File: src/rtl/dma_steal_pkg.sv
package dma_steal_pkg;
  typedef enum logic [1:0] {
    ST_IDLE,
    ST_PACE,
    ST_REQ,
    ST_MOVE
  } dma_state_e;

  localparam logic [1:0] SEL_ADDR  = 2'd0;
  localparam logic [1:0] SEL_COUNT = 2'd1;
  localparam logic [1:0] SEL_CTRL  = 2'd2;
  localparam logic [1:0] SEL_CLEAR = 2'd3;
endpackage

File: src/rtl/dma_steal_regs.sv
module dma_steal_regs
  import dma_steal_pkg::*;
#(
  parameter int ADDR_W = 10,
  parameter int CNT_W  = 8,
  parameter int DEV_W  = 4,
  parameter int CFG_W  = 16
) (
  input  logic              clk_i,
  input  logic              rst_ni,
  input  logic              cfg_we_i,
  input  logic [1:0]        cfg_sel_i,
  input  logic [CFG_W-1:0]  cfg_wdata_i,
  input  logic              busy_i,
  input  logic              step_i,
  output logic [ADDR_W-1:0] addr_o,
  output logic              dir_o,
  output logic [DEV_W-1:0]  dev_o,
  output logic              start_o,
  output logic              last_o,
  output logic              irq_o
);
  logic [ADDR_W-1:0] addr_q;
  logic [CNT_W-1:0]  cnt_q;
  logic              dir_q;
  logic [DEV_W-1:0]  dev_q;
  logic              irq_q;
  logic              wr_ok, ctrl_wr, zero_go, clr_wr;

  assign wr_ok   = cfg_we_i && !busy_i;
  assign ctrl_wr = wr_ok && (cfg_sel_i == SEL_CTRL);
  assign clr_wr  = wr_ok && (cfg_sel_i == SEL_CLEAR);
  assign start_o = ctrl_wr && (cnt_q != '0);
  assign zero_go = ctrl_wr && (cnt_q == '0);
  assign last_o  = (cnt_q == CNT_W'(1));

  always_ff @(posedge clk_i or negedge rst_ni) begin
    if (!rst_ni) begin
      addr_q <= '0;
      cnt_q  <= '0;
      dir_q  <= 1'b0;
      dev_q  <= '0;
      irq_q  <= 1'b0;
    end else begin
      if (wr_ok && cfg_sel_i == SEL_ADDR) addr_q <= cfg_wdata_i[ADDR_W-1:0];
      else if (step_i)                    addr_q <= addr_q + 1'b1;

      if (wr_ok && cfg_sel_i == SEL_COUNT) cnt_q <= cfg_wdata_i[CNT_W-1:0];
      else if (step_i)                     cnt_q <= cnt_q - 1'b1;

      if (ctrl_wr) begin
        dir_q <= cfg_wdata_i[0];
        dev_q <= cfg_wdata_i[DEV_W:1];
      end

      if ((step_i && last_o) || zero_go) irq_q <= 1'b1;
      else if (clr_wr)                   irq_q <= 1'b0;
    end
  end

  assign addr_o = addr_q;
  assign dir_o  = dir_q;
  assign dev_o  = dev_q;
  assign irq_o  = irq_q;

  AST_ADDR_STEP: assert property (@(posedge clk_i) disable iff (!rst_ni)
    step_i |=> addr_q == $past(addr_q) + 1'b1);
  AST_COUNT_STEP: assert property (@(posedge clk_i) disable iff (!rst_ni)
    step_i |=> cnt_q == $past(cnt_q) - 1'b1);
  AST_NO_STEP_EMPTY: assert property (@(posedge clk_i) disable iff (!rst_ni)
    step_i |-> cnt_q != '0);
  AST_IRQ_STICKY: assert property (@(posedge clk_i) disable iff (!rst_ni)
    (irq_q && !clr_wr) |=> irq_q);
  AST_LOCKED_BUSY: assert property (@(posedge clk_i) disable iff (!rst_ni)
    busy_i |=> $stable(dir_q) && $stable(dev_q));
endmodule

File: src/rtl/dma_steal_seq.sv
module dma_steal_seq
  import dma_steal_pkg::*;
(
  input  logic clk_i,
  input  logic rst_ni,
  input  logic start_i,
  input  logic last_i,
  input  logic ready_i,
  input  logic hlda_i,
  output logic busy_o,
  output logic hold_o,
  output logic step_o
);
  dma_state_e state_q, state_d;

  always_comb begin
    state_d = state_q;
    unique case (state_q)
      ST_IDLE: if (start_i) state_d = ST_PACE;
      // wait for port readiness and for the previous grant to be withdrawn
      ST_PACE: if (ready_i && !hlda_i) state_d = ST_REQ;
      ST_REQ:  if (hlda_i) state_d = ST_MOVE;
      ST_MOVE: if (hlda_i) state_d = last_i ? ST_IDLE : ST_PACE;
      default: state_d = ST_IDLE;
    endcase
  end

  always_ff @(posedge clk_i or negedge rst_ni) begin
    if (!rst_ni) state_q <= ST_IDLE;
    else         state_q <= state_d;
  end

  assign busy_o = (state_q != ST_IDLE);
  assign hold_o = (state_q == ST_REQ) || (state_q == ST_MOVE);
  assign step_o = (state_q == ST_MOVE) && hlda_i;

  AST_PACED_REQUEST: assert property (@(posedge clk_i) disable iff (!rst_ni)
    $rose(hold_o) |-> $past(ready_i && !hlda_i));
  AST_RELEASE_AFTER_WORD: assert property (@(posedge clk_i) disable iff (!rst_ni)
    step_o |=> !hold_o);
endmodule

File: src/rtl/dma_steal.sv
module dma_steal
  import dma_steal_pkg::*;
#(
  parameter int ADDR_W = 10,
  parameter int DATA_W = 16,
  parameter int CNT_W  = 8,
  parameter int DEV_W  = 4,
  parameter int CFG_W  = 16
) (
  input  logic              clk_i,
  input  logic              rst_ni,
  input  logic              cfg_we_i,
  input  logic [1:0]        cfg_sel_i,
  input  logic [CFG_W-1:0]  cfg_wdata_i,
  output logic              busy_o,
  output logic              irq_o,
  output logic              hold_o,
  input  logic              hlda_i,
  output logic [ADDR_W-1:0] mem_addr_o,
  output logic [DATA_W-1:0] mem_wdata_o,
  input  logic [DATA_W-1:0] mem_rdata_i,
  output logic              mem_we_o,
  output logic              mem_re_o,
  output logic [DEV_W-1:0]  dev_sel_o,
  input  logic              dev_ready_i,
  output logic              dev_rd_o,
  input  logic [DATA_W-1:0] dev_rdata_i,
  output logic              dev_wr_o,
  output logic [DATA_W-1:0] dev_wdata_o
);
  logic [ADDR_W-1:0] addr;
  logic [DEV_W-1:0]  dev;
  logic              dir, start, last, step, busy;
  logic              in_word, out_word;

  dma_steal_regs #(
    .ADDR_W(ADDR_W), .CNT_W(CNT_W), .DEV_W(DEV_W), .CFG_W(CFG_W)
  ) u_regs (
    .clk_i       (clk_i),
    .rst_ni      (rst_ni),
    .cfg_we_i    (cfg_we_i),
    .cfg_sel_i   (cfg_sel_i),
    .cfg_wdata_i (cfg_wdata_i),
    .busy_i      (busy),
    .step_i      (step),
    .addr_o      (addr),
    .dir_o       (dir),
    .dev_o       (dev),
    .start_o     (start),
    .last_o      (last),
    .irq_o       (irq_o)
  );

  dma_steal_seq u_seq (
    .clk_i   (clk_i),
    .rst_ni  (rst_ni),
    .start_i (start),
    .last_i  (last),
    .ready_i (dev_ready_i),
    .hlda_i  (hlda_i),
    .busy_o  (busy),
    .hold_o  (hold_o),
    .step_o  (step)
  );

  // buses stay zero outside the single granted word slot
  assign in_word  = step && dir;
  assign out_word = step && !dir;

  assign busy_o      = busy;
  assign mem_addr_o  = step ? addr : '0;
  assign dev_sel_o   = step ? dev : '0;
  assign mem_we_o    = in_word;
  assign dev_rd_o    = in_word;
  assign mem_re_o    = out_word;
  assign dev_wr_o    = out_word;
  assign mem_wdata_o = in_word ? dev_rdata_i : '0;
  assign dev_wdata_o = out_word ? mem_rdata_i : '0;

  AST_BUS_QUIET: assert property (@(posedge clk_i) disable iff (!rst_ni)
    !(hold_o && hlda_i) |-> !(mem_we_o || mem_re_o || dev_rd_o || dev_wr_o)
                            && mem_addr_o == '0 && dev_sel_o == '0);
  AST_ONE_DIRECTION: assert property (@(posedge clk_i) disable iff (!rst_ni)
    $onehot0({mem_we_o, mem_re_o}));
  AST_IDLE_NO_REQUEST: assert property (@(posedge clk_i) disable iff (!rst_ni)
    !busy_o |-> !hold_o);
endmodule

File: config.mk
export PLATFORM = sky130hd
export DESIGN_NAME = dma_steal
export DESIGN_NICKNAME = d
export VERILOG_FILES = /design/src/rtl/dma_steal_pkg.sv /design/src/rtl/dma_steal_regs.sv /design/src/rtl/dma_steal_seq.sv /design/src/rtl/dma_steal.sv
export SDC_FILE = /design/constraint.sdc
export NUM_CORES = 1
export LEC_CHECK = 0
export BUFFER_PORTS_ARGS = -buffer_cell sky130_fd_sc_hd__buf_2
export CAP_MARGIN = 5
export CORE_AREA = 5 5 58 99
export CTS_CLUSTER_SIZE = 25
export DETAILED_ROUTE_END_ITERATION = 6
export DIE_AREA = 0 0 63 104
export HOLD_SLACK_MARGIN = 0.15
export PLACE_DENSITY = 0.74
export SKIP_CTS_REPAIR_TIMING = 1
export SLEW_MARGIN = 0
export SYNTH_ARGS = -nofsm -noshare
export SYNTH_HDL_FRONTEND = slang
export SYNTH_SLANG_ARGS = --single-unit
File: constraint.sdc
create_clock -name clk_i -period 1.82 [get_ports clk_i]
set_input_delay 0.273 -clock clk_i [delete_from_list [all_inputs] [get_ports clk_i]]
set_output_delay 0.273 -clock clk_i [all_outputs]
set_load 0.005 [all_outputs]
==> results.cfg <==
[cts]
cts_max_level = 1
clk_latency_ns = 0.27
numCtsBuffers = 3
root_buffer = clkbuf_8
clkTransAtPathRegs_ns = 0.09
cts_buffer_depth = 2
cts_sinks = 26
cts_tree = yes

[setup_path]
critPathArrivalTime_ns = 1.57
crit_path_end_kind = output pin
path_class = reg2out
cp_data_required_time_ns = 1.55
cp_max_fo = 9
start_kind = register

[final_layout]
fin_util_pct = 56.1
drive_gt1_share_pct = 46.8
antenna_cells = 0
area.growth.synth_to_final_pct = 50.8
final_area_mm2 = 0.00275
nets = 396
layout.cells.non_filler = 385

[place]
finalWeightedCongestion = 0.803
placedCellCount = 374
placed_area_mm2 = 0.00244
place_hpwl_um = 4290
numPortBuffers = 101

[grt]
grt_pass1_wl_um = 8420
groute.usage.overall_pct = 15.7
grt_max_degree = 27
grt_pass1_vias = 1853
grt-ovfl-total = 0
antenna_found_initial = 0

[timing]
skew_ns = 0.00465
period_needed_ns = 1.84
maxSlewHeadroom_pct = 60.1
fin_ws_ns = -0.0207
min_period_over_period_pct = 101
hold_violations = 0
slew_viol_final = 0
setup_viol = 12
max_freq_ghz = 0.543
grt_setup_unrepaired = true
worst_pin_slew_ns = 0.598

[die]
die-width_um = 63
fp.dieArea_mm2 = 0.00655
initial_utilization_pct = 37.2
rows = 34
die_h_um = 104
top_level_ports = 108
coreArea_mm2 = 0.00489

[status]
status = finished, violations left
violations = negative setup slack

[route]
route.detailed.drc = 0
drt-pass1-iter-count = 4
initialDrtViolationCount = 35
vias = 1916
wl_per_cell_um = 14.2
vias_per_cell = 4.98
routed_wirelength_um = 5460
antenna_left = 0

[synthesis]
ys_warn_count = 0
synth_area_leader_cell = dfrtp_1
synth_common_cells = 34 x and2_1, 29 x nand2_1, 26 x dfrtp_1
syn-num-nets = 282
synth_area_leaders = dfrtp_1 36%, and2_1 12%, ha_1 6.2%
ys.flop_type = dfrtp_1
synth_area_mm2 = 0.00182
synth.top_cell.area_share_pct = 35.7
ys_seq_elements = 26
synthArstFlopShare_pct = 100
synthCells = 218
synth.avg_cell_area_um2 = 8.36
synth.distinct_cells = 36
synth.most_common_cell = and2_1
synth_edf_count = 0
synth_seq_area_share_pct = 35.7

[pwr]
ir_drop_uv = 958
power_density_mw_per_mm2 = 1190
p_leak_nw = 1.47

[hold_path]
hold_class = in2reg

[job]
cap_viol_max_count = 0
state kept, by name, summed over array words and instances, names as in the netlist:
signal and count:
u_regs.addr_o 10, u_regs.cnt_q 8, u_regs.dev_o 4, u_regs.dir_o 1
u_regs.irq_o 1, u_seq.state_q 2
final timing paths:
check / start / to / slack [ns] / cells after the start
worst max-delay path: u_seq.state_q[1]$_DFFE_PN0P_ / dev_wdata_o[6] / -0.02 / 7
worst min-delay path: cfg_wdata_i[9] / u_regs.addr_o[9]$_DFFE_PN0P_ / 0.19 / 3
worst max register to register: u_regs.cnt_q[1]$_DFFE_PN0P_ / u_seq.state_q[1]$_DFFE_PN0P_ / 0.05 / 6
worst min register to register: u_regs.dev_o[2]$_DFFE_PN0P_ / u_regs.dev_o[2]$_DFFE_PN0P_ / 0.48 / 2
max in group asynchronous: rst_ni / u_seq.state_q[0]$_DFFE_PN0P_ / 0.86 / 2
min in group asynchronous: rst_ni / u_regs.addr_o[1]$_DFFE_PN0P_ / 0.53 / 2
area by class of cell:
class | count | area, um2
Tap cell | 54 | 67.6
Multi-Input combinational cell | 170 | 1170
Inverter | 8 | 30.0
Fill cell | 460 | 2150
Sequential cell | 26 | 652
Clock buffer | 4 | 55.1
Timing Repair Buffer | 123 | 771
logic make-up after synthesis:
family,after synthesis,share of synthesized area (%)
and+or+nand+nor,115,34.2
adders and majority gates,9,6.18
xor gates and xnor gates,16,7.69
AOI/OAI and AO/OA,28,9.75
muxes,2,1.37
buffers and inverters,22,5.08
DFF,26,35.7
critical path, cell delays in order, from the launching register on:
cell     delay, ns
dfrtp_1       0.43
ha_4          0.17
buf_6         0.10
nand2_4       0.06
nor2_4        0.17
buf_6         0.14
and2_1        0.12
buf_2         0.10
stage by stage:
step | total power [W] | hold slack (ns) | setup TNS, ns | worst slack (ns)
finish | 0.00326 | 0.194 | -0.177 | -0.0207
global placement | 0.00254 | 0.306 | 0 | 0.0787
floorplan | 0.00200 | -0.0226 | 0 | 0.0327
detailed placement | 0.00260 | 0.310 | 0 | 0.0473
CTS | 0.00299 | 0.0130 | -7.37 | -0.258
global route | 0.00355 | 0.233 | -2.43 | -0.127
report_power, final:
part	switching, W	leakage, nW	internal (W)
clock network	0.000183	0.0288	0.000194
logic	0.000788	1.12	0.000952
registers	0.000281	0.316	0.000865
total	0.00125	1.47	0.00201
per-layer routing:
metal	wire length [um]	track usage [%]	part of all wire, %
met1	1870	16.2	34
met2	2950	29.1	54
met3	479	3.46	8.8
met4	163	6.83	3.0
met5	0	0	0
layout by cell type, fill, tap and decap left out, drive strengths merged:
cell,n
a21oi,10
a221o,1
a22o,1
a22oi,1
a31oi,1
and2,34
and3,16
and4,2
buf,122
clkbuf,4
dfrtp,26
dlygate4sd3,1
ha,9
inv,8
mux2,1
mux2i,1
nand2,29
nand2b,1
nand3,5
nand4,2
nand4b,1
nand4bb,1
nor2,15
nor3,4
nor4,1
o21ai,11
o21bai,1
o41ai,2
or2,1
or3,1
or3b,1
or4,1
xnor2,8
xor2,8
Note: power is estimated with default switching activity, not from simulation.
